===== config.mk =====
export PLATFORM = sky130hd
export DESIGN_NAME = pmu_counter_bank
export DESIGN_NICKNAME = d
export VERILOG_FILES = /design/src/rtl/pmu_pkg.sv /design/src/rtl/pmu_ctr.sv /design/src/rtl/pmu_maskreg.sv /design/src/rtl/pmu_counter_bank.sv
export SDC_FILE = /design/constraint.sdc
export NUM_CORES = 2
export LEC_CHECK = 0
export BUFFER_PORTS_ARGS = -buffer_cell sky130_fd_sc_hd__buf_2
export CAP_MARGIN = 40
export CORE_MARGIN = 3
export CORE_UTILIZATION = 60
export CTS_BUF_LIST = sky130_fd_sc_hd__clkbuf_4
export CTS_CLUSTER_DIAMETER = 60
export DETAILED_ROUTE_END_ITERATION = 16
export PLACE_DENSITY_LB_ADDON = 0.05
export REMOVE_ABC_BUFFERS = 1
export SYNTH_ARGS = -nofsm -noshare
export SYNTH_HDL_FRONTEND = slang
export SYNTH_SLANG_ARGS = --single-unit

===== constraint.sdc =====
create_clock -name clk -period 7.46 [get_ports clk]
set_input_delay 2.238 -clock clk [delete_from_list [all_inputs] [get_ports clk]]
set_output_delay 2.238 -clock clk [all_outputs]
set_load 0.05 [all_outputs]

===== src/rtl/pmu_pkg.sv =====
package pmu_pkg;

    localparam int ADDR_W   = 16;
    localparam int DATA_W   = 64;
    localparam int MASK_W   = 32;
    localparam int CYC_BIT  = 31;
    localparam int NEV_LSB  = 11;

    localparam logic [15:0] A_CTRL     = 16'h0400;
    localparam logic [15:0] A_EN_CLR   = 16'h0403;
    localparam logic [15:0] A_EN_SET   = 16'h0404;
    localparam logic [15:0] A_IE_CLR   = 16'h0405;
    localparam logic [15:0] A_IE_SET   = 16'h0406;
    localparam logic [15:0] A_OV_CLR   = 16'h0407;
    localparam logic [15:0] A_OV_SET   = 16'h0408;
    localparam logic [15:0] A_CYC_CTL  = 16'h0409;
    localparam logic [15:0] A_CYC_VAL  = 16'h040A;
    localparam logic [15:0] A_BANK     = 16'h0420;

    typedef enum logic [3:0] {
        RK_NONE, RK_CTRL, RK_EN_CLR, RK_EN_SET, RK_IE_CLR, RK_IE_SET,
        RK_OV_CLR, RK_OV_SET, RK_CYC_CTL, RK_CYC_VAL,
        RK_EV_CTL, RK_EV_VAL, RK_EV_FLT, RK_EV_TYP
    } reg_kind_e;

    typedef struct packed {
        reg_kind_e  kind;
        logic [4:0] idx;
    } reg_dec_t;

    function automatic reg_dec_t decode_addr(input logic [15:0] a, input int nev);
        reg_dec_t   d;
        logic [15:0] off;
        d.kind = RK_NONE;
        d.idx  = '0;
        off    = a - A_BANK;
        case (a)
            A_CTRL:    d.kind = RK_CTRL;
            A_EN_CLR:  d.kind = RK_EN_CLR;
            A_EN_SET:  d.kind = RK_EN_SET;
            A_IE_CLR:  d.kind = RK_IE_CLR;
            A_IE_SET:  d.kind = RK_IE_SET;
            A_OV_CLR:  d.kind = RK_OV_CLR;
            A_OV_SET:  d.kind = RK_OV_SET;
            A_CYC_CTL: d.kind = RK_CYC_CTL;
            A_CYC_VAL: d.kind = RK_CYC_VAL;
            default: begin
                if (a >= A_BANK && int'(off[15:4]) < nev) begin
                    d.idx = off[8:4];
                    case (off[3:0])
                        4'h0:    d.kind = RK_EV_CTL;
                        4'h1:    d.kind = RK_EV_VAL;
                        4'h3:    d.kind = RK_EV_FLT;
                        4'h4:    d.kind = RK_EV_TYP;
                        default: d.kind = RK_NONE;
                    endcase
                end
            end
        endcase
        return d;
    endfunction

    function automatic logic [31:0] present_mask(input int nev);
        return ((32'd1 << nev) - 32'd1) | (32'd1 << CYC_BIT);
    endfunction

endpackage


===== src/rtl/pmu_ctr.sv =====
module pmu_ctr #(
    parameter int W = 32
) (
    input  logic         clk,
    input  logic         rst,
    input  logic         clr,
    input  logic         ld,
    input  logic [W-1:0] ld_val,
    input  logic         inc,
    output logic [W-1:0] cnt,
    output logic         wrap
);

    assign wrap = inc && !clr && !ld && (&cnt);

    always_ff @(posedge clk) begin
        if (rst || clr)  cnt <= '0;
        else if (ld)     cnt <= ld_val;
        else if (inc)    cnt <= cnt + W'(1);
    end

    assert_wrap_zero_R5: assert property (@(posedge clk) disable iff (rst)
        wrap |=> (cnt == '0));
    assert_load_wins_R9: assert property (@(posedge clk) disable iff (rst)
        (ld && !clr) |=> (cnt == $past(ld_val)));
    assert_hold_idle_R3: assert property (@(posedge clk) disable iff (rst)
        (!inc && !ld && !clr) |=> $stable(cnt));
    assert_clear_zero_R8: assert property (@(posedge clk) disable iff (rst)
        clr |=> (cnt == '0));

endmodule


===== src/rtl/pmu_maskreg.sv =====
module pmu_maskreg #(
    parameter logic [31:0] VALID = 32'hFFFF_FFFF
) (
    input  logic        clk,
    input  logic        rst,
    input  logic        set_we,
    input  logic        clr_we,
    input  logic [31:0] wdata,
    input  logic [31:0] hw_set,
    output logic [31:0] q
);

    logic [31:0] nxt;

    always_comb begin
        nxt = q;
        if (set_we) nxt = nxt | wdata;
        if (clr_we) nxt = nxt & ~wdata;
        nxt = (nxt | hw_set) & VALID;
    end

    always_ff @(posedge clk) begin
        if (rst) q <= '0;
        else     q <= nxt;
    end

    assert_clear_exact_R6: assert property (@(posedge clk) disable iff (rst)
        (clr_we && !set_we && hw_set == '0)
        |=> ((q & $past(wdata)) == '0) && ((q & ~$past(wdata)) == ($past(q) & ~$past(wdata))));
    assert_absent_bits_R10: assert property (@(posedge clk) disable iff (rst)
        set_we |=> ((q & ~VALID) == '0));

endmodule


===== src/rtl/pmu_counter_bank.sv =====
module pmu_counter_bank
    import pmu_pkg::*;
#(
    parameter int NUM_EV = 8
) (
    input  logic              clk,
    input  logic              rst,
    input  logic              sel_we,
    input  logic [15:0]       sel_wdata,
    input  logic              dat_we,
    input  logic [63:0]       dat_wdata,
    output logic [63:0]       dat_rdata,
    input  logic [NUM_EV-1:0] ev_strobe,
    output logic              irq
);

    localparam logic [31:0] VALID     = present_mask(NUM_EV);
    localparam logic [4:0]  NEV_FIELD = 5'(NUM_EV);

    logic [15:0] sel_q;
    logic        gen_q;
    logic [31:0] cyc_ctl_q;
    reg_dec_t    dec;
    logic [31:0] en_q, ie_q, ov_q, ov_hw;
    logic [63:0] cyc_cnt;
    logic        cyc_wrap;
    logic        ctrl_wr, clr_ev, clr_cyc;
    logic [63:0] bank_rd [NUM_EV];

    assign dec     = decode_addr(sel_q, NUM_EV);
    assign ctrl_wr = dat_we && dec.kind == RK_CTRL;
    assign clr_ev  = ctrl_wr && dat_wdata[1];
    assign clr_cyc = ctrl_wr && dat_wdata[2];

    always_ff @(posedge clk) begin
        if (rst) begin
            sel_q     <= '0;
            gen_q     <= 1'b0;
            cyc_ctl_q <= '0;
        end else begin
            if (sel_we) sel_q <= sel_wdata;
            if (ctrl_wr) gen_q <= dat_wdata[0];
            if (dat_we && dec.kind == RK_CYC_CTL) cyc_ctl_q <= dat_wdata[31:0];
        end
    end

    pmu_maskreg #(.VALID(VALID)) u_en (
        .clk(clk), .rst(rst),
        .set_we(dat_we && dec.kind == RK_EN_SET),
        .clr_we(dat_we && dec.kind == RK_EN_CLR),
        .wdata(dat_wdata[31:0]), .hw_set(32'd0), .q(en_q));

    pmu_maskreg #(.VALID(VALID)) u_ie (
        .clk(clk), .rst(rst),
        .set_we(dat_we && dec.kind == RK_IE_SET),
        .clr_we(dat_we && dec.kind == RK_IE_CLR),
        .wdata(dat_wdata[31:0]), .hw_set(32'd0), .q(ie_q));

    pmu_maskreg #(.VALID(VALID)) u_ov (
        .clk(clk), .rst(rst),
        .set_we(dat_we && dec.kind == RK_OV_SET),
        .clr_we(dat_we && dec.kind == RK_OV_CLR),
        .wdata(dat_wdata[31:0]), .hw_set(ov_hw), .q(ov_q));

    pmu_ctr #(.W(64)) u_cyc (
        .clk(clk), .rst(rst), .clr(clr_cyc),
        .ld(dat_we && dec.kind == RK_CYC_VAL), .ld_val(dat_wdata),
        .inc(gen_q && en_q[CYC_BIT]), .cnt(cyc_cnt), .wrap(cyc_wrap));

    assign ov_hw[CYC_BIT] = cyc_wrap;

    for (genvar j = NUM_EV; j < CYC_BIT; j++) begin : g_gap
        assign ov_hw[j] = 1'b0;
    end

    for (genvar i = 0; i < NUM_EV; i++) begin : g_ev
        logic        hit;
        logic [31:0] cnt, ctl, flt, typ;

        assign hit = (dec.idx == 5'(i));

        pmu_ctr #(.W(32)) u_ctr (
            .clk(clk), .rst(rst), .clr(clr_ev),
            .ld(dat_we && hit && dec.kind == RK_EV_VAL),
            .ld_val(dat_wdata[31:0]),
            .inc(gen_q && en_q[i] && ev_strobe[i]),
            .cnt(cnt), .wrap(ov_hw[i]));

        always_ff @(posedge clk) begin
            if (rst) begin
                ctl <= '0;
                flt <= '0;
                typ <= '0;
            end else if (dat_we && hit) begin
                if (dec.kind == RK_EV_CTL) ctl <= dat_wdata[31:0];
                if (dec.kind == RK_EV_FLT) flt <= dat_wdata[31:0];
                if (dec.kind == RK_EV_TYP) typ <= dat_wdata[31:0];
            end
        end

        always_comb begin
            bank_rd[i] = '0;
            if (hit) begin
                case (dec.kind)
                    RK_EV_CTL: bank_rd[i] = {32'd0, ctl};
                    RK_EV_VAL: bank_rd[i] = {32'd0, cnt};
                    RK_EV_FLT: bank_rd[i] = {32'd0, flt};
                    RK_EV_TYP: bank_rd[i] = {32'd0, typ};
                    default:   bank_rd[i] = '0;
                endcase
            end
        end
    end

    always_comb begin
        dat_rdata = '0;
        case (dec.kind)
            RK_CTRL: begin
                dat_rdata[NEV_LSB +: 5] = NEV_FIELD;
                dat_rdata[0]            = gen_q;
            end
            RK_EN_CLR, RK_EN_SET: dat_rdata = {32'd0, en_q};
            RK_IE_CLR, RK_IE_SET: dat_rdata = {32'd0, ie_q};
            RK_OV_CLR, RK_OV_SET: dat_rdata = {32'd0, ov_q};
            RK_CYC_CTL:           dat_rdata = {32'd0, cyc_ctl_q};
            RK_CYC_VAL:           dat_rdata = cyc_cnt;
            default: begin
                for (int i = 0; i < NUM_EV; i++) dat_rdata = dat_rdata | bank_rd[i];
            end
        endcase
    end

    assign irq = |(ov_q & ie_q);

    assert_unmapped_ignored_R10: assert property (@(posedge clk) disable iff (rst)
        (dat_we && dec.kind == RK_NONE) |=> ($stable(en_q) && $stable(ie_q) && $stable(gen_q)));
    assert_cyc_disabled_R4: assert property (@(posedge clk) disable iff (rst)
        (!gen_q && !dat_we) |=> $stable(cyc_cnt));
    assert_irq_needs_enable_R7: assert property (@(posedge clk) disable iff (rst)
        (ie_q == '0) |-> !irq);

endmodule


==> flow_summary.toml <==
[yosys]
synth_ff_type = "dfxtp_1"
synthTopCellsByCount = "nand2_1, dfxtp_1, a21oi_1"
post-synth-top-count-cell = "nand2_1"
syn_inst = 7044
synth.distinct_cells = 70
synth_top_area_frac = 0.432
ys_warn_count = 0
syn_area_per_cell_um2 = 7.67
ys_top_cells_by_area = "dfxtp_1, nand2_1, a21oi_1, clkbuf_1, a211oi_1"
synth_edf_count = 0
ys_async_sr_fraction = 0
syn_area_um2 = 54000
synth_area_leader_cell = "dfxtp_1"
synth_seq_cells = 1164
synth-seq-area-share = 0.432

[placed_design]
placed_area_um2 = 55900
place_inst = 7913
portBuffers = 156
place_congestion = 1.03
dp_hpwl_um = 140000

[worst_hold_path]
worstHoldPathType = "register to register"

[final_layout]
postLayoutCoreUtil = 0.672
fill_cells = 7705
final_cells = 8444
nets = 7181
drive_above_1_share = 0.125
stdcell_area_um2 = 59700
area_growth_pct = 10.6

[setup_path]
critPathTopFamily = "compound AO/OA/AOI/OAI gates"
crit_path_max_fanout = 133
required_ps = 5220
worst_ep_arrival_time_ps = 5270
worstSetupStartpointType = "register"
crit_chain = "buf_4, nor4b_4, buf_12, a221oi_1, o211ai_1, a221oi_1, o2111ai_1, buf_2"
worstSetupPathType = "register to output pin"
path_buf_inv = 3
critPathMaxStageDelay_ps = 770
path_common_cell = "a221oi_1"
slowest_stage = "a221oi_1"
crit_path_end_kind = "output pin"

[timing]
max_slew_margin = 0.195
rsz0062_at_grt = "yes"
setup_tns_ps = -123
setup_ws_ps = -51.1
min_period_over_period = 1.01
worstMarginPinSlew_ps = 1210
setup_viol = 4
fin_crit_ps = 7510
clock.fmax_ghz = 0.133
skew_ps = 58.8
hold_viol = 0
drv_slew = 0

[routing]
wl_per_cell_um = 25.9
vias = 55700
drt-pass1-iter-count = 9
drt_iter0_markers = 8347
drt-total-wl_um = 219000
drc_errors = 0
vias_per_cell = 6.60
ant_nets = 0

[clock_network]
clockRootBuffer = "clkbuf_4"
cts_tree = "done"
clk_pin_slew_ps = 60
clock-sinks = 1164
hold_buffers = 0
numCtsBuffers = 319
clock_path_buffers = 4
clk_latency_ps = 1220
cts-htree-levels = 5

[global_routing]
grt-busiest-layer = "met2"
grt_pass1_vias = 50700
use_met1 = 0.605
grt_max_degree = 209
grt_antenna_before_repair = 25
track_usage = 0.450
gr-total-overflow = 0
use_met3 = 0.144
met2_usage = 0.632
grt_pass1_wl_um = 323000

[flow_run]
cap_violations = 0

[power]
cellLeakagePower_uw = 0.0191
vdd_drop_max_mv = 0.152
power_uw = 12300
powerDensity_nw_per_um2 = 207

[floorplanning]
io_pins = 157
dieArea_um2 = 93600
fp.dieH_um = 306
start_util = 0.608
core-area_um2 = 88800
die_w_um = 306
std_cell_rows = 109

[run_status]
failed_checks = "negative setup slack"
status = "finished with violations"
## per-stage QoR
| stage | worst slack, ps | hold WS (ps) |
|---|---|---|
| 4_1_cts | 47.7 | 451 |
| 6_report | -51.1 | 448 |
| 2_1_floorplan | -17200 | 422 |
| 3_3_place_gp | 1160 | 437 |
| 3_5_place_dp | 1130 | 443 |
| 5_1_grt | -49.0 | 462 |
## power by group
group          switching, µW  total, µW  internal (µW)
logic                    529        639            110
clock network           2680       5460           2780
registers               13.6       6230           6220
total                   3220      12300           9110
## worst register-to-register path: cells and delay by family (launching register included)
family	cells	cell delay, ps
compound gates	1	140
buf+inv	2	750
flops	1	510
simple gates	4	2720
## flip-flops by register name (all words and copies together), names as in the netlist, named ones only
name	count
g_ev.flt	256
sel_q	16
g_ev.u_ctr.cnt	256
g_ev.typ	256
cyc_ctl_q	32
u_cyc.cnt	64
g_ev.ctl	256
u_ov.q	9
gen_q	1
## path summary, 6_finish.rpt
kind	start	to	slack, ps	depth (start not counted)
min reg2reg	g_ev[4].flt[30]	g_ev[4].flt[30]	450	2
max	sel_q[2]	dat_rdata[1]	-50	8
min	g_ev[4].flt[30]	g_ev[4].flt[30]	450	2
max reg2reg	sel_q[2]	u_ov.q[4]	3220	7
## cell type report
cell class                      count  area (µm²)  share of cell area
Antenna cell                       11        27.5            0.000461
Clock buffer                      443        3330              0.0557
Inverter                           40         150             0.00251
Tap cell                         1165        1460              0.0244
Clock inverter                     67         315             0.00528
Sequential cell                  1164       23300               0.390
Timing Repair Buffer              398        3030              0.0507
Multi-Input combinational cell   5156       28100               0.471
## timing repair
item	CTS	global route
setup endpoints to repair	19	17
pin swaps	1	2
gates resized for setup	1	3
setup buffers	6	2
## cells by family after synthesis
logic type / count (synthesis) / share of synthesized area
AND/OR/NAND/NOR: 2905 / 0.228
buffers and inverters: 724 / 0.0522
multiplexers: 53 / 0.00987
XOR/XNOR: 313 / 0.0508
flip-flops: 1164 / 0.432
adder cells (fa/ha/maj): 10 / 0.00232
AO/OA/AOI/OAI: 1875 / 0.226
## routing by layer
layer  wire, µm  part of all wire
met5        143           0.00065
met4      14300             0.065
met3      31700              0.15
met2      88600              0.41
met1      83800              0.38
## placed cells by master, fill, tap and decap left out, types with 17 or more instances in the layout
cell type  instances
a221oi_1         164
buf_2            159
o21ai_0           52
buf_4            189
nand4_1          127
and2_1            46
o221ai_1          20
clkinv_1          56
xor2_1           155
inv_1             40
clkbuf_4         443
xnor2_1          158
nor2_2            17
nor4_1            21
nand2_1         1818
a22oi_1          161
a222oi_1          56
and4_1            37
and3_1            47
a22o_1           130
nand3_1          132
a21oi_1          932
nor2_1           461
mux2i_1           51
dfxtp_1         1163
nor3_1           116
o22ai_1           28
buf_12            30
a211oi_1         257
(Power assumes the default switching activity.)
